File: config.mk
export PLATFORM = sky130hd
export DESIGN_NAME = lb_burst_ctrl
export DESIGN_NICKNAME = d
export VERILOG_FILES = /design/src/rtl/lb_pkg.sv /design/src/rtl/lb_entry_timer.sv /design/src/rtl/lb_fsm.sv /design/src/rtl/lb_pulse_gen.sv /design/src/rtl/lb_burst_ctrl.sv
export SDC_FILE = /design/constraint.sdc
export NUM_CORES = 1
export LEC_CHECK = 0
export ABC_AREA = 1
export CORE_UTILIZATION = 50
export CTS_CLUSTER_SIZE = 20
export DETAILED_ROUTE_END_ITERATION = 16
export DONT_BUFFER_PORTS = 1
export PLACE_DENSITY = 0.75
export SYNTH_ARGS = -nofsm -noshare
export SYNTH_HDL_FRONTEND = slang
export SYNTH_HIERARCHICAL = 1
export SYNTH_SLANG_ARGS = --single-unit
export TNS_END_PERCENT = 50
File: constraint.sdc
create_clock -name clk -period 3.5 [get_ports clk]
set_input_delay 0.175 -clock clk [delete_from_list [all_inputs] [get_ports clk]]
set_output_delay 0.175 -clock clk [all_outputs]
set_load 0.05 [all_outputs]
File: src/rtl/lb_pkg.sv
package lb_pkg;

    typedef enum logic [1:0] {
        ST_NORMAL     = 2'd0,
        ST_ENTRY_WAIT = 2'd1,
        ST_BURST_OFF  = 2'd2,
        ST_BURST_ON   = 2'd3
    } lb_state_e;

    function automatic logic in_burst(input lb_state_e st);
        return (st == ST_BURST_OFF) || (st == ST_BURST_ON);
    endfunction

endpackage

File: src/rtl/lb_entry_timer.sv
module lb_entry_timer #(
    parameter int unsigned ENTRY_CYC = 240000
) (
    input  logic clk,
    input  logic rst_n,
    input  logic run_i,
    output logic expired_o
);
    localparam int unsigned CW = $clog2(ENTRY_CYC + 1);
    localparam logic [CW-1:0] LAST = CW'(ENTRY_CYC - 1);

    typedef struct packed {
        logic [CW-1:0] cnt;
    } tmr_s;

    tmr_s r_q, r_d;

    always_comb begin
        r_d = r_q;
        if (!run_i) begin
            r_d.cnt = '0;
        end else if (r_q.cnt != LAST) begin
            r_d.cnt = r_q.cnt + 1'b1;
        end
    end

    always_ff @(posedge clk or negedge rst_n) begin
        if (!rst_n) begin
            r_q <= '0;
        end else begin
            r_q <= r_d;
        end
    end

    assign expired_o = run_i && (r_q.cnt == LAST);

    AST_TIMER_CLEARS: assert property (@(posedge clk) disable iff (!rst_n)
        !run_i |=> (r_q.cnt == '0));

    AST_TIMER_BOUND: assert property (@(posedge clk) disable iff (!rst_n)
        r_q.cnt <= LAST);

endmodule

File: src/rtl/lb_fsm.sv
module lb_fsm
    import lb_pkg::*;
(
    input  logic      clk,
    input  logic      rst_n,
    input  logic      cond_i,
    input  logic      expired_i,
    input  logic      fb_on_i,
    input  logic      fb_off_i,
    input  logic      fb_exit_i,
    output lb_state_e state_o,
    output lb_state_e state_nx_o,
    output logic      exit_o
);
    typedef struct packed {
        lb_state_e st;
        logic      ex;
    } fsm_s;

    fsm_s r_q, r_d;

    always_comb begin
        r_d    = r_q;
        r_d.ex = 1'b0;
        unique case (r_q.st)
            ST_NORMAL: begin
                if (cond_i) r_d.st = ST_ENTRY_WAIT;
            end
            ST_ENTRY_WAIT: begin
                if (!cond_i)        r_d.st = ST_NORMAL;
                else if (expired_i) r_d.st = ST_BURST_OFF;
            end
            ST_BURST_OFF: begin
                if (fb_exit_i) begin
                    r_d.st = ST_NORMAL;
                    r_d.ex = 1'b1;
                end else if (fb_on_i) begin
                    r_d.st = ST_BURST_ON;
                end
            end
            ST_BURST_ON: begin
                if (fb_exit_i) begin
                    r_d.st = ST_NORMAL;
                    r_d.ex = 1'b1;
                end else if (fb_off_i) begin
                    r_d.st = ST_BURST_OFF;
                end
            end
            default: r_d.st = ST_NORMAL;
        endcase
    end

    always_ff @(posedge clk or negedge rst_n) begin
        if (!rst_n) begin
            r_q.st <= ST_NORMAL;
            r_q.ex <= 1'b0;
        end else begin
            r_q <= r_d;
        end
    end

    assign state_o    = r_q.st;
    assign state_nx_o = r_d.st;
    assign exit_o     = r_q.ex;

    AST_ENTRY_VIA_WAIT: assert property (@(posedge clk) disable iff (!rst_n)
        $rose(in_burst(r_q.st)) |-> ($past(r_q.st) == ST_ENTRY_WAIT));

    AST_EXIT_SINGLE: assert property (@(posedge clk) disable iff (!rst_n)
        r_q.ex |=> !r_q.ex);

    AST_ON_FROM_OFF: assert property (@(posedge clk) disable iff (!rst_n)
        $rose(r_q.st == ST_BURST_ON) |-> ($past(r_q.st) == ST_BURST_OFF));

endmodule

File: src/rtl/lb_pulse_gen.sv
module lb_pulse_gen #(
    parameter int unsigned PERIOD_CYC = 192
) (
    input  logic clk,
    input  logic rst_n,
    input  logic en_i,
    input  logic restart_i,
    input  logic trip_i,
    output logic gate_o
);
    localparam int unsigned PW    = $clog2(PERIOD_CYC);
    localparam int unsigned MAXON = PERIOD_CYC / 2;
    localparam logic [PW-1:0] PLAST = PW'(PERIOD_CYC - 1);
    localparam logic [PW-1:0] OLAST = PW'(MAXON - 1);

    typedef struct packed {
        logic [PW-1:0] phase;
        logic          gate;
    } pg_s;

    pg_s r_q, r_d;

    always_comb begin
        r_d = r_q;
        if (!en_i) begin
            r_d.phase = '0;
            r_d.gate  = 1'b0;
        end else if (restart_i) begin
            r_d.phase = '0;
            r_d.gate  = 1'b1;
        end else if (r_q.phase == PLAST) begin
            r_d.phase = '0;
            r_d.gate  = 1'b1;
        end else begin
            r_d.phase = r_q.phase + 1'b1;
            if (r_q.gate && (trip_i || (r_q.phase == OLAST))) begin
                r_d.gate = 1'b0;
            end
        end
    end

    always_ff @(posedge clk or negedge rst_n) begin
        if (!rst_n) begin
            r_q <= '0;
        end else begin
            r_q <= r_d;
        end
    end

    assign gate_o = r_q.gate;

    AST_WIDTH_LIMIT: assert property (@(posedge clk) disable iff (!rst_n)
        r_q.gate |-> (r_q.phase < PW'(MAXON)));

    AST_TRIP_ENDS: assert property (@(posedge clk) disable iff (!rst_n)
        (r_q.gate && trip_i) |=> !r_q.gate);

    AST_START_ON_RESTART: assert property (@(posedge clk) disable iff (!rst_n)
        (en_i && restart_i) |=> (r_q.gate && r_q.phase == '0));

endmodule

File: src/rtl/lb_burst_ctrl.sv
module lb_burst_ctrl
    import lb_pkg::*;
#(
    parameter int unsigned VALLEY_W   = 3,
    parameter int unsigned ENTRY_CYC  = 240000,
    parameter int unsigned PERIOD_CYC = 192
) (
    input  logic                clk,
    input  logic                rst_n,
    input  logic                fb_low_i,
    input  logic [VALLEY_W-1:0] valley_cnt_i,
    input  logic                fb_on_i,
    input  logic                fb_off_i,
    input  logic                fb_exit_i,
    input  logic                cs_trip_i,
    output logic                burst_o,
    output logic                gate_o,
    output logic                exit_pulse_o,
    output logic                prot_dis_o
);
    localparam logic [VALLEY_W-1:0] VALLEY_TOP = '1;

    lb_state_e state_q, state_d;
    logic      cond, run, expired, exit_q, restart, en_nx, gate_q;

    assign cond = fb_low_i && (valley_cnt_i == VALLEY_TOP);
    assign run  = (state_q == ST_ENTRY_WAIT) && cond;

    lb_entry_timer #(.ENTRY_CYC(ENTRY_CYC)) u_timer (
        .clk       (clk),
        .rst_n     (rst_n),
        .run_i     (run),
        .expired_o (expired)
    );

    lb_fsm u_fsm (
        .clk        (clk),
        .rst_n      (rst_n),
        .cond_i     (cond),
        .expired_i  (expired),
        .fb_on_i    (fb_on_i),
        .fb_off_i   (fb_off_i),
        .fb_exit_i  (fb_exit_i),
        .state_o    (state_q),
        .state_nx_o (state_d),
        .exit_o     (exit_q)
    );

    assign en_nx   = (state_d == ST_BURST_ON);
    assign restart = en_nx && (state_q != ST_BURST_ON);

    lb_pulse_gen #(.PERIOD_CYC(PERIOD_CYC)) u_pulse (
        .clk       (clk),
        .rst_n     (rst_n),
        .en_i      (en_nx),
        .restart_i (restart),
        .trip_i    (cs_trip_i),
        .gate_o    (gate_q)
    );

    assign burst_o      = in_burst(state_q);
    assign prot_dis_o   = in_burst(state_q);
    assign gate_o       = gate_q;
    assign exit_pulse_o = exit_q;

    AST_GATE_IN_BURST: assert property (@(posedge clk) disable iff (!rst_n)
        gate_o |-> (state_q == ST_BURST_ON));

    AST_EXIT_MARKS_LEAVE: assert property (@(posedge clk) disable iff (!rst_n)
        exit_pulse_o |-> (!burst_o && $past(burst_o)));

    AST_EXIT_WINS: assert property (@(posedge clk) disable iff (!rst_n)
        (burst_o && fb_exit_i) |=> (!burst_o && exit_pulse_o));

    AST_NO_GATE_OUTSIDE: assert property (@(posedge clk) disable iff (!rst_n)
        !burst_o |=> !$rose(gate_o));

endmodule

### Word-level counts from Yosys, hierarchy flattened

Cells that the tools add are included.

| storage, ports and cells | value |
|---|---|
| register bits | 30 |
| input bits | 10 |
| output and inout bits | 4 |
| word-level logic and storage cells | 44 |

| operators by class | value |
|---|---|
| add/subtract/negate cells | 2 |
| eq/ne operators | 12 |
| multiplexer cells | 16 |
| reduce and logical (&&, ||, !) cells | 9 |

Operators with widths:

| kind | number |
|---|---|
| 18-bit two-way mux | 2 |
| 9-bit two-way mux | 3 |
| 18-bit by 1-bit adder with 18-bit output (second input constant) | 1 |
| 18-bit equality test (second input constant) | 1 |
| 18-bit inequality test (second input constant) | 1 |
| 2-bit two-way mux | 7 |
| 8-bit by 1-bit adder with 8-bit output (second input constant) | 1 |
| 8-bit by 7-bit equality test with 1-bit output (second input constant) | 1 |
| 8-bit equality test (second input constant) | 1 |
| 2-bit case mux with 4 select lines | 1 |
| 2-bit equality test (second input constant) | 3 |
| 1-bit logical AND | 5 |
| 2-bit inequality test (second input constant) | 2 |
| 4-bit by 2-bit inequality test with 1-bit output (second input constant) | 1 |
| 3-bit equality test (second input constant) | 1 |
| 1-bit two-way mux | 3 |
| 2-bit by 1-bit equality test with 1-bit output (second input constant) | 1 |
| 2-bit logical NOT | 1 |
| 1-bit logical OR | 2 |
| 2-bit OR reduction | 1 |

### Longest topological paths before layout

Gate-level depths: netlist (run 1).

| logic depth | value |
|---|---|
| depth in word-level cells | 11 |
| mapped depth | 17 |
| depth with buffers taken out | 16 |

### Hierarchy

The synthesis (run 1) kept the hierarchy.

Modules (own cells, without submodules):

| module | times used | cells each | area each (um^2) | sequential area each (um^2) |
|---|---|---|---|---|
| lb_entry_timer | 1 | 170 | 1152.4 | 450.4 |
| lb_pulse_gen | 1 | 60 | 470.5 | 225.2 |
| lb_fsm | 1 | 21 | 166.4 | 75.1 |
| lb_burst_ctrl | 1 | 14 | 62.6 | 0.0 |

### Least setup slack after synthesis (run 1)

Ideal clock, no wire load.

| timing | value |
|---|---|
| path kind | register -> register |
| from | register u_fsm.r_q (netlist bit u_fsm/state_o[1]) |
| to | register u_pulse/r_q[5] (netlist name) |
| library setup time | 64 ps |
| data arrival time | 2048 ps |
| required time | 3436 ps |
| slack | 1387 ps |
| cell stages (with the launch flop) | 16 |
| buffers on the path | 1 |
| period minus slack after synthesis | 2113 ps |
| path through | dfrtp_1 inv_1 nand2_1 nor2_2 clkinv_1 nor3_1 nand2_1 o22ai_1 buf_4 nand2_1 inv_1 inv_1 nor2_1 inv_1 nor2_1 o21a_1 |

RTL lines:

| element | RTL line | text |
|---|---|---|
| start: declaration | lb_fsm.sv:20 | `fsm_s r_q, r_d;` |
| start signal: assignment | lb_fsm.sv:58 | `r_q <= r_d;` |
| end signal: assignment | lb_pulse_gen.sv:46 | `r_q <= r_d;` |
| end: declaration | lb_pulse_gen.sv:21 | `pg_s r_q, r_d;` |

==> results of run 1 <==
==> repair_timing <==
action,4_1_cts,5_1_grt
endpoints found under the hold margin,31,0
hold buffers,3,0
endpoints found under the setup margin,0,0
==> cells in the final DEF (no fill, tap or decap), drive strengths merged, types with 2 or more instances in the layout <==
cell type    count
nand2           81
clkinv           2
xnor2            2
nand4            7
nand3           22
a21oi            3
xor2             4
nor2            57
clkbuf           7
or2              4
inv             36
ha               2
nor3             4
dfrtp           30
buf              2
dlygate4sd3      2
o21ai            3
==> area by class of cell <==
type                       instances  area [um^2]  share of cell area (%)
multi-input combinational        193          932                    46.2
sequential                        30          751                    37.2
inverter                          37          139                    6.88
clock buffer                       7         86.3                    4.28
tap                               46         57.6                    2.85
timing repair buffer               4         47.5                    2.36
clock inverter                     1         5.00                   0.248
==> power by group through the flow <==
stage / combinational, mW / sequential, mW / clock (mW)
3_3_place_gp: 0.00430 / 0.354 / 0
4_1_cts: 0.0159 / 0.348 / 0.295
5_1_grt: 0.0175 / 0.347 / 0.314
6_report: 0.0149 / 0.348 / 0.290
3_5_place_dp: 0.00441 / 0.354 / 0
2_1_floorplan: 0.00425 / 0.354 / 0
==> cell usage after synthesis, drive strengths merged, types with 3 or more instances <==
cell	n
nand2	81
nor2	57
inv	36
dfrtp	30
nand3	22
nand4	7
buf	4
nor3	4
or2	4
xor2	4
a21oi	3
o21ai	3
==> how the worst max path moves through the flow <==
stage	startpoint	endpoint	slack, ns	depth (start not counted)
after global routing	u_fsm/state_o[0]$_DFF_PN0_	u_pulse/r_q[5]$_DFF_PN0_	0.34	13
after floorplan	u_fsm/state_o[1]$_DFF_PN0_	u_pulse/r_q[5]$_DFF_PN0_	1.39	15
final	u_fsm/state_o[0]$_DFF_PN0_	u_pulse/r_q[5]$_DFF_PN0_	0.72	13
after detailed placement	u_fsm/state_o[0]$_DFF_PN0_	u_pulse/r_q[5]$_DFF_PN0_	0.75	13
after CTS	u_fsm/state_o[0]$_DFF_PN0_	u_pulse/r_q[5]$_DFF_PN0_	0.72	13
after global placement	u_fsm/state_o[0]$_DFF_PN0_	u_pulse/r_q[5]$_DFF_PN0_	0.85	13
==> state kept, by name (all words and copies together), names as in the netlist <==
register,flops
u_pulse/r_q,8
u_fsm/state_o,2
u_fsm/exit_o,1
u_timer/r_q,18
u_pulse/gate_o,1
==> stage by stage <==
step | std cells | setup WS [ns]
final | 318 | 0.722
after global placement | 307 | 0.848
after floorplan | 265 | 1.39
after detailed placement | 307 | 0.748
after CTS | 318 | 0.722
after global routing | 318 | 0.336
==> metal layers <==
metal / GRT usage, % / wire length (um) / vias to the layer above
met5: 0 / 0 / -
met3: 6.02 / 128 / 7
met4: 9.30 / 55 / 0
met1: 24.3 / 1640 / 730
met2: 38.6 / 1810 / 22
li1: - / - / 825
==> logic make-up (layout without fill, tap and decap cells) <==
kind of cell	count (synthesis)	count (layout)	share of synthesized area (%)
XOR/XNOR	6	6	2.84
buffers and inverters	42	49	9.12
flip-flops	30	30	40.5
AND/OR/NAND/NOR	175	175	42.6
AO/OA/AOI/OAI	10	10	3.51
adder cells (fa/ha/maj)	2	2	1.35
==> summary.txt, run 1 <==
Run status
  – Result of the run: complete, no violations

Power and ir drop
  – Static Leak: 0.895 nW
  – Post-layout power: 0.652 mW
  – Internal: 0.511 mW
  – Part of the total power dissipated in the clock network: 44.4%
  – Switching share of total power: 21.7%
  – Power density over the cells: 323 mW/mm^2
  – Worst IR drop on VDD: 0.000181 V
  – Proportion of power drawn by flip-flops and latches: 53.3%
  – Sw Pwr: 0.142 mW
  – Comb pwr share: 2.3%

Worst hold path
  – Startpoint of the lowest-slack hold path: fb_exit_i
  – Worst hold path type: in -> reg
  – Number of stages on the worst hold path: 1
  – Min-Delay Endpoint: u_fsm/state_o[1]$_DFF_PN0_

Die
  – Die boundary height: 62.9 um
  – Number of top-level pins: 14
  – Initial cell density of the core: 53.8%
  – Core Rows: 21
  – Die outline width: 62.9 um
  – Placeable core region: 0.00344 mm^2
  – Die outline area: 0.00395 mm^2

Setup path
  – Beginning of the worst register-to-register path: u_fsm/state_o[0]$_DFF_PN0_
  – Crit. End Element: flop
  – Startpoint class of the critical path: flop
  – Highest fanout seen on the critical path: 14
  – Setup slack, reg-to-reg: 0.72 ns
  – Critical-path top delay cell: sky130_fd_sc_hd__nor2_2
  – Required time of the worst setup path: 3.73 ns
  – Critical setup path kind: reg -> reg
  – CP Cell Sequence: nand2_1 -> nor2_2 -> clkinv_1 -> nor3_1 -> nand2_1 -> o22ai_1 -> nand2_1 -> inv_1 -> inv_1 -> nor2_1 -> inv_1 -> nor2_1 -> o21a_1
  – Critical path buffer and inverter count: 4
  – Worst r2r dst: u_pulse/r_q[5]$_DFF_PN0_
  – Slowest cell delay on critical path: 0.47 ns
  – Cells on worst reg2reg path: 13
  – Arrival time of data at the critical path endpoint: 3.01 ns
  – Top delay family on crit path: simple AND/OR/NAND/NOR gates

Routing
  – Detail Route Antenna Nets: 0
  – Wirelength, routed: 3.63 mm
  – Via density per instance: 4.98
  – Average wire length per cell after detail routing: 11.4 um
  – Drt first-iter violations: 98
  – DR pass1 iterations: 4
  – DRC: 0
  – Total vias in the final route: 1584

Timing
  – Worst hold-check slack: 0.0145 ns
  – Final TNS setup: 0 ns
  – Setup repair after global routing missed its margin: no
  – Clock Skew: 0.0121 ns
  – Number of failing hold endpoints at the final stage: 0
  – Setup violators final: 0
  – Final clock period utilization by the worst path: 79.4%
  – Worst slew slack as a fraction of its limit: 62.0%
  – Final max-slew violation count: 0
  – Maximum achievable frequency: 360 MHz
  – Final min period: 2.78 ns
  – Worst-margin pin slew: 0.569 ns

Placement
  – Count of buffers from port buffering: 0
  – Post-detailed-placement half-perimeter wirelength: 2.75 mm
  – Gp weighted congestion: 0.919
  – Post-detailed-placement cell area: 0.00189 mm^2

Clock tree
  – Cts bufs inserted: 5
  – H-Tree Depth: 2
  – Clock transition at path regs: 0.07 ns
  – Insertion delay of the later-clocked pin in the worst-skew pair: 0.29 ns
  – Cell at the root of the clock tree: sky130_fd_sc_hd__clkbuf_8
  – Number of clock sinks: 30
  – Number of buffers on the longest clock path: 2
  – Post-CTS setup buffers: 0
  – TritonCTS clock tree: yes
  – Count of cells resized by post-cts repair: 0

Flow run
  – Max Cap Viol: 0

Cells and area
  – Synthesis-to-layout area growth: 8.99%
  – Ant diodes: 0
  – # nets final: 283
  – Total of fill cells in the finished design: 326
  – Final Core Density: 58.6%
  – Fraction of layout cells with a size suffix above 1: 14.3%
  – Post-route cell area: 0.00202 mm^2

Global route
  – Final global-route overflow total: 0
  – GRT Total Usage: 21.8%
  – Largest net degree at the start of global routing: 31
  – Wire length of the first global-routing pass: 6.70 mm
  – Antenna violations before repair: 0
  – Number of global-route vias before repair: 1606

Yosys
  – Prevailing post-synth register cell: sky130_fd_sc_hd__dfrtp_1
  – Largest area contributor in the synthesized netlist: sky130_fd_sc_hd__dfrtp_1
  – Sequential cell area fraction in the yosys report: 40.5%
  – Number of synthesis warnings: 6
  – Post-synth design cell area: 0.00185 mm^2
  – Largest cells by area after synthesis: sky130_fd_sc_hd__dfrtp_1 41%, sky130_fd_sc_hd__nand2_1 15%, sky130_fd_sc_hd__nor2_1 9.5%
  – Count of flip-flops with a built-in enable after synthesis: 0
  – Count of cell types in the netlist: 28
  – Synthesized Nets: 277
  – Mean cell area of the mapped netlist: 6.99 um^2
  – Share of synthesized flip-flops with an asynchronous set or reset: 100%
  – Instance count of the mapped netlist: 265
  – Area share of the largest cell type after synthesis: 40.5%
  – #FFs+latches synth: 30
No activity file was read; power rests on OpenSTA's default activity.
==> run 2: changes to the inputs <==
--- a/config.mk
+++ b/config.mk
@@ -5,7 +5,7 @@
 export SDC_FILE = /design/constraint.sdc
 export NUM_CORES = 1
 export LEC_CHECK = 0
-export ABC_AREA = 1
+export ABC_AREA = 0
 export CORE_UTILIZATION = 50
 export CTS_CLUSTER_SIZE = 20
 export DETAILED_ROUTE_END_ITERATION = 16
==> constraint.sdc (replaced) <==
create_clock -name clk -period 2.85 [get_ports clk]
set_input_delay 0.1425 -clock clk [delete_from_list [all_inputs] [get_ports clk]]
set_output_delay 0.1425 -clock clk [all_outputs]
set_load 0.05 [all_outputs]
==> run 2 against run 1 <==
Clock power rose by 20%. Power rose by 21%. Global-route usage fell by 1.4 points. Wire length fell by 15%. Core utilization rose by 0.14 points. Clock skew rose by 0.0022 ns. Fmax rose by 5.4%. Critical path type unchanged. Largest cell class unchanged.
==> summary.txt, run 2 <==
Run status
  – Result of the run: complete, no violations

Yosys
  – Synthesized Nets: 177 (-36%)
  – Share of synthesized flip-flops with an asynchronous set or reset: 100% (unchanged)
  – #FFs+latches synth: 30 (unchanged)
  – Area share of the largest cell type after synthesis: 46.8% (+6.3 points)
  – Count of flip-flops with a built-in enable after synthesis: 0 (unchanged)
  – Instance count of the mapped netlist: 165 (-38%)
  – Largest area contributor in the synthesized netlist: sky130_fd_sc_hd__dfrtp_1
  – Cell with the most instances after synthesis: sky130_fd_sc_hd__dfrtp_1
  – Post-synth design cell area: 0.00160 mm^2 (-13%)
  – Sequential cell area fraction in the yosys report: 46.8% (+6.3 points)
  – Count of cell types in the netlist: 41 (+46%)
  – Leading post-synthesis cells by instance count: 30 x sky130_fd_sc_hd__dfrtp_1, 16 x sky130_fd_sc_hd__nor2_1
  – Number of synthesis warnings: 6 (unchanged)
  – Prevailing post-synth register cell: sky130_fd_sc_hd__dfrtp_1
  – Mean cell area of the mapped netlist: 9.71 um^2 (+39%)
  – Largest cells by area after synthesis: sky130_fd_sc_hd__dfrtp_1 47%, sky130_fd_sc_hd__xnor2_1 4.9%, sky130_fd_sc_hd__nor2_1 3.7%

Routing
  – Via density per instance: 5.93 (+19%)
  – Average wire length per cell after detail routing: 14.2 um (+25%)
  – DRC: 0 (unchanged)
  – Total vias in the final route: 1293 (-18%)
  – Wirelength, routed: 3.11 mm (-15%)
  – DR pass1 iterations: 4 (unchanged)
  – Drt first-iter violations: 65 (-34%)
  – Detail Route Antenna Nets: 0 (unchanged)

Placement
  – Gp weighted congestion: 0.908 (-1.2%)
  – Count of buffers from port buffering: 0 (unchanged)
  – Cell count after placement: 207 (-33%)
  – Post-detailed-placement half-perimeter wirelength: 2.20 mm (-20%)
  – Worst setup timing slack at the placement stage: -0.0524 ns (-0.800 ns)

Die
  – Die outline area: 0.00344 mm^2 (-13%)
  – Die boundary height: 58.6 um (-6.7%)
  – Placeable core region: 0.00305 mm^2 (-11%)
  – Number of top-level pins: 14 (unchanged)
  – Initial cell density of the core: 52.5% (-1.3 points)
  – Die outline width: 58.6 um (-6.7%)
  – Core Rows: 20 (-4.8%)

Cells and area
  – Most used cells in the layout excluding fill and tap cells: 30 x sky130_fd_sc_hd__dfrtp_1, 16 x sky130_fd_sc_hd__nor2_1
  – Most frequent standard cell in the layout excluding fill and tap cells: sky130_fd_sc_hd__dfrtp_1
  – Cell Count, Final, Fillers Out: 218 (-31%)
  – Synthesis-to-layout area growth: 11.9%
  – Top register by number of flip-flops: u_timer/r_q
  – Ant diodes: 0 (unchanged)
  – Total of fill cells in the finished design: 266 (-18%)
  – Number of flip-flops in the largest register: 18 (unchanged)
  – # nets final: 185 (-35%)
  – Fraction of layout cells with a size suffix above 1: 14.9% (+0.60 points)

Timing
  – Setup repair after global routing missed its margin: no
  – Worst slew slack as a fraction of its limit: 67.6% (+5.6 points)
  – Final min period: 2.64 ns (-0.142 ns)
  – Setup violators final: 0 (unchanged)
  – Final clock period utilization by the worst path: 92.5% (+13 points)
  – Clock Skew: 0.0144 ns (+0.00222 ns)
  – Number of failing hold endpoints at the final stage: 0 (unchanged)
  – Worst hold-check slack: 0.0466 ns (+0.0320 ns)
  – Worst-margin pin slew: 0.482 ns (-0.0875 ns)
  – Maximum achievable frequency: 379 MHz (+5.4%)
  – Final Worst Setup Slack: 0.215 ns (-0.508 ns)
  – Final max-slew violation count: 0 (unchanged)

Power and ir drop
  – Static Leak: 0.704 nW (-21%)
  – Worst IR drop on VDD: 0.000364 V (+100%)
  – Power density over the cells: 442 mW/mm^2 (+37%)
  – Post-layout power: 0.792 mW (+21%)

Global route
  – Wire length of the first global-routing pass: 5.18 mm (-23%)
  – Antenna violations before repair: 0 (unchanged)
  – GRT Total Usage: 20.4% (-1.4 points)
  – Number of global-route vias before repair: 1154 (-28%)
  – Largest net degree at the start of global routing: 31 (unchanged)
  – Final global-route overflow total: 0 (unchanged)

Setup path
  – Critical-path top delay cell: sky130_fd_sc_hd__or4b_4
  – Required time of the worst setup path: 3.10 ns (-0.63 ns)
  – CP Cell Sequence: or4b_4 -> nor3_4 -> nand2_2 -> nor2_1 -> nand3_1 -> o21ai_1 -> and2_4 -> a21boi_2 -> nand2b_4 -> inv_1 -> and2_1
  – Startpoint class of the critical path: flop
  – Critical path buffer and inverter count: 1 (-3)
  – Crit. End Element: flop
  – Slowest cell delay on critical path: 0.57 ns (+0.10 ns)
  – Critical setup path kind: reg -> reg
  – Depth of the critical timing path with buffers and inverters included: 11 (-2)
  – Cells on worst reg2reg path: 11 (-2)
  – Arrival time of data at the critical path endpoint: 2.89 ns (-0.12 ns)
  – Top delay family on crit path: simple AND/OR/NAND/NOR gates
  – Highest fanout seen on the critical path: 6 (-8)

Worst hold path
  – Worst hold path type: in -> reg
  – Number of stages on the worst hold path: 2 (+1)

Clock tree
  – Number of clock sinks: 30 (unchanged)
  – Cell at the root of the clock tree: sky130_fd_sc_hd__clkbuf_4
  – Post-CTS setup buffers: 0 (unchanged)
  – Cts bufs inserted: 5 (unchanged)
  – TritonCTS clock tree: yes
  – H-Tree Depth: 2 (unchanged)
  – Clock transition at path regs: 0.11 ns (+0.04 ns)
  – Insertion delay of the later-clocked pin in the worst-skew pair: 0.35 ns (+0.06 ns)
  – Number of buffers on the longest clock path: 2 (unchanged)

Flow run
  – Max Cap Viol: 0 (unchanged)
==> run 2: per-layer routing <==
metal / vias to the layer above / global-route usage, % / wire length (um)
met3: 7 / 6.59 / 244
met2: 49 / 31.2 / 1420
met5: - / 0 / 0
met4: 0 / 9.52 / 52
met1: 616 / 26.5 / 1390
li1: 621 / - / -
==> run 2: layout make-up <==
cell class                      count  area [um^2]  area share (%)
Inverter                            7         26.3            1.46
Tap cell                           44         55.1            3.07
Multi-Input combinational cell    121          802            44.7
Sequential cell                    30          751            41.8
Timing Repair Buffer                8         77.6            4.32
Clock buffer                        5         37.5            2.09
Clock inverter                      3         45.0            2.51
==> run 2: cell families after synthesis <==
logic type,synth area share [%]
flip-flops,46.8
multiplexers,1.87
AO/OA/AOI/OAI,11.4
AND/OR/NAND/NOR,28.9
buffers and inverters,3.98
XOR/XNOR,5.46
adder cells (fa/ha/maj),1.56
==> run 2: path summary, 6_finish.rpt <==
path                                              from                          to  slack, ns
setup / recovery           u_timer/r_q[14]$_DFFE_PN0P_    u_pulse/r_q[2]$_DFF_PN0_       0.21
hold / removal                                 fb_on_i  u_fsm/state_o[0]$_DFF_PN0_       0.05
setup reg to reg           u_timer/r_q[14]$_DFFE_PN0P_    u_pulse/r_q[2]$_DFF_PN0_       0.21
hold reg to reg               u_pulse/r_q[1]$_DFF_PN0_    u_pulse/r_q[1]$_DFF_PN0_       0.54
max in group asynchronous                        rst_n  u_timer/r_q[5]$_DFFE_PN0P_       2.44
min in group asynchronous                        rst_n    u_pulse/r_q[1]$_DFF_PN0_       0.24
==> run 2: timing repair <==
action,4_1_cts,5_1_grt
endpoints found under the hold margin,32,0
setup endpoints to repair,3,5
resized for setup,2,4
hold buffers,3,0
pin swaps,0,0
==> run 2: through the flow <==
step / TNS, ns / utilization, % / cell area, um^2
2_1_floorplan: 0 / - / 1600
3_3_place_gp: 0 / 54.3 / 1660
3_5_place_dp: -0.131 / 54.3 / 1660
4_1_cts: 0 / 58.4 / 1780
5_1_grt: 0 / 58.8 / 1790
6_report: 0 / 58.8 / 1790
==> run 2: report_power, final <==
group / internal (mW) / leakage (nW) / switching, mW
clock: 0.184 / 0.0374 / 0.165
sequential: 0.426 / 0.419 / 0.000600
combinational: 0.00650 / 0.247 / 0.0102
total: 0.616 / 0.704 / 0.176
==> run 3: changes to the inputs <==
--- a/config.mk
+++ b/config.mk
@@ -6,11 +6,11 @@
 export NUM_CORES = 1
 export LEC_CHECK = 0
 export ABC_AREA = 0
-export CORE_UTILIZATION = 50
+export CORE_UTILIZATION = 62
 export CTS_CLUSTER_SIZE = 20
 export DETAILED_ROUTE_END_ITERATION = 16
 export DONT_BUFFER_PORTS = 1
-export PLACE_DENSITY = 0.75
+export PLACE_DENSITY = 0.88
 export SYNTH_ARGS = -nofsm -noshare
 export SYNTH_HDL_FRONTEND = slang
 export SYNTH_HIERARCHICAL = 1
==> run 3 against run 2 <==
Worst hold slack gained 0.023 ns. Worst setup slack got worse by 0.027 ns. Global-route usage up 7.4 points. First-iteration DRC count shrank 40%. Flip-flop and latch count unchanged. Wire length up 6.7%. Largest cell class unchanged. Largest power group unchanged. Highest routed layer unchanged.
==> summary.txt, run 3 (synthesis gave the netlist of run 2 again) <==
Cells and area
  – Most frequent standard cell in the layout excluding fill and tap cells: sky130_fd_sc_hd__dfrtp_1
  – Most used cells in the layout excluding fill and tap cells: 30 x sky130_fd_sc_hd__dfrtp_1, 16 x sky130_fd_sc_hd__nor2_1
  – Top register by number of flip-flops: u_timer/r_q
  – Number of flip-flops in the largest register: 18 (unchanged)
  – Ant diodes: 0 (unchanged)
  – Synthesis-to-layout area growth: 7.88%
  – Post-route cell area: 0.00173 mm^2 (-3.6%)
  – Fraction of layout cells with a size suffix above 1: 12.1% (-2.8 points)
  – Total of fill cells in the finished design: 179 (-33%)
  – # nets final: 185 (unchanged)

Placement
  – Gp weighted congestion: 0.958 (+5.6%)
  – Post-detailed-placement cell area: 0.00164 mm^2 (-1.1%)
  – Count of buffers from port buffering: 0 (unchanged)
  – Post-detailed-placement half-perimeter wirelength: 2.28 mm (+3.8%)

Global route
  – GRT Total Usage: 27.9% (+7.4 points)
  – Largest net degree at the start of global routing: 31 (unchanged)
  – Antenna violations before repair: 0 (unchanged)
  – Number of global-route vias before repair: 1277 (+11%)
  – Final global-route overflow total: 0 (unchanged)
  – Wire length of the first global-routing pass: 5.49 mm (+6.0%)

Routing
  – Total vias in the final route: 1311 (+1.4%)
  – Detail Route Antenna Nets: 0 (unchanged)
  – DR pass1 iterations: 4 (unchanged)
  – Average wire length per cell after detail routing: 16.3 um (+15%)
  – Drt first-iter violations: 39 (-40%)
  – Via density per instance: 6.46 (+8.9%)
  – DRC: 0 (unchanged)
  – Wirelength, routed: 3.32 mm (+6.7%)

Die
  – Number of top-level pins: 14 (unchanged)
  – Die outline width: 52.8 um (-9.8%)
  – Die boundary height: 52.8 um (-9.8%)
  – Core Rows: 18 (-10%)
  – Placeable core region: 0.00245 mm^2 (-20%)
  – Initial cell density of the core: 65.3% (+13 points)
  – Die outline area: 0.00279 mm^2 (-19%)

Setup path
  – Required time of the worst setup path: 3.05 ns (-0.05 ns)
  – Crit. End Element: flop
  – Arrival time of data at the critical path endpoint: 2.86 ns (-0.03 ns)
  – Beginning of the worst register-to-register path: u_timer/r_q[14]$_DFFE_PN0P_
  – Launch point of the critical path: u_timer/r_q[14]$_DFFE_PN0P_
  – Startpoint class of the critical path: flop
  – Critical setup path kind: reg -> reg
  – Highest fanout seen on the critical path: 5 (-1)

Clock tree
  – Number of buffers on the longest clock path: 2 (unchanged)
  – Cts bufs inserted: 5 (unchanged)
  – Insertion delay of the later-clocked pin in the worst-skew pair: 0.32 ns (-0.03 ns)
  – Number of clock sinks: 30 (unchanged)
  – Clock transition at path regs: 0.09 ns (-0.02 ns)
  – H-Tree Depth: 2 (unchanged)
  – TritonCTS clock tree: yes
  – Cell at the root of the clock tree: sky130_fd_sc_hd__clkbuf_4

Timing
  – Final TNS setup: 0 ns (unchanged)
  – Setup repair after global routing missed its margin: no
  – Final clock period utilization by the worst path: 93.4% (+0.96 points)
  – Maximum achievable frequency: 376 MHz (-1.0%)
  – Worst hold-check slack: 0.0699 ns (+0.0233 ns)
  – Worst-margin pin slew: 0.471 ns (-0.0106 ns)
  – Setup violators final: 0 (unchanged)
  – Number of failing hold endpoints at the final stage: 0 (unchanged)
  – Worst slew slack as a fraction of its limit: 68.6% (+1.0 points)
  – Final max-slew violation count: 0 (unchanged)
  – Final min period: 2.66 ns (+0.0273 ns)
  – Clock Skew: 0.00743 ns (-0.00693 ns)

Power and ir drop
  – Worst IR drop on VDD: 0.000317 V (-13%)
  – Power density over the cells: 388 mW/mm^2 (-12%)
  – Static Leak: 0.688 nW (-2.3%)

Run status
  – Result of the run: complete, no violations

Worst hold path
  – Worst hold path type: in -> reg
  – Startpoint of the lowest-slack hold path: fb_exit_i

Flow run
  – Max Cap Viol: 0 (unchanged)
## run 3: layout make-up
type	instances	area [um^2]	share of cell area (%)
Multi-Input combinational cell	121	792	45.8
Sequential cell	30	751	43.4
Timing Repair Buffer	8	77.6	4.49
Clock buffer	7	45.0	2.60
Tap cell	30	37.5	2.17
Inverter	7	26.3	1.52
## run 3: metrics by stage
step | setup slack (ns) | util, % | instances | power, mW
detailed placement | 0.0757 | 66.8 | 193 | 0.438
finish | 0.187 | 70.4 | 203 | 0.671
CTS | 0.00668 | 70.3 | 203 | 0.677
global route | 0.0172 | 70.4 | 203 | 0.699
floorplan | 0.0745 | - | 165 | 0.438
global placement | 0.242 | 66.8 | 193 | 0.438
## run 3: final timing paths
kind / to / slack [ns] / cells after the start
setup / recovery: u_pulse/gate_o$_DFFE_PN0P_ / 0.19 / 11
hold / removal: u_fsm/state_o[1]$_DFF_PN0_ / 0.07 / 2
setup reg to reg: u_pulse/gate_o$_DFFE_PN0P_ / 0.19 / 11
hold reg to reg: u_pulse/r_q[1]$_DFF_PN0_ / 0.52 / 1
max in group asynchronous: u_timer/r_q[0]$_DFFE_PN0P_ / 2.43 / 2
min in group asynchronous: u_timer/r_q[4]$_DFFE_PN0P_ / 0.24 / 2
## run 3: routing by layer
metal / share of wire, % / wire (um) / global-route usage (%) / vias up
met5: 0 / 0 / 0 / -
met1: 43 / 1440 / 33.1 / 652
met4: 2.0 / 65 / 11.8 / 0
li1: - / - / - / 610
met2: 50 / 1670 / 46.8 / 41
met3: 4.2 / 139 / 7.54 / 8
## run 3: where the power goes
group	leakage [nW]	internal, mW	total (mW)	switching, mW
combinational	0.244	0.00645	0.0169	0.0104
sequential	0.419	0.426	0.426	0.000711
clock	0.0254	0.0928	0.227	0.135
## run 3: worst max-delay path: stages, from the launching register on
cell and delay (ns):
sky130_fd_sc_hd__dfrtp_1 0.43, sky130_fd_sc_hd__or4b_4 0.56, sky130_fd_sc_hd__nor3_4 0.19, sky130_fd_sc_hd__nand2_2 0.13, sky130_fd_sc_hd__nor2_1 0.16, sky130_fd_sc_hd__nand2_1 0.08, sky130_fd_sc_hd__nand2_1 0.07, sky130_fd_sc_hd__o22ai_1 0.08
sky130_fd_sc_hd__and2_1 0.21, sky130_fd_sc_hd__a21boi_2 0.17, sky130_fd_sc_hd__o41ai_1 0.38, sky130_fd_sc_hd__a21oi_1 0.07
## run 3: timing repair
| item | CTS | global route |
|---|---|---|
| hold buffers | 3 | 0 |
| buffers inserted | 0 | 0 |
| hold endpoints to repair | 31 | 0 |
| resized for setup | 0 | 3 |
| setup endpoints to repair | 0 | 9 |
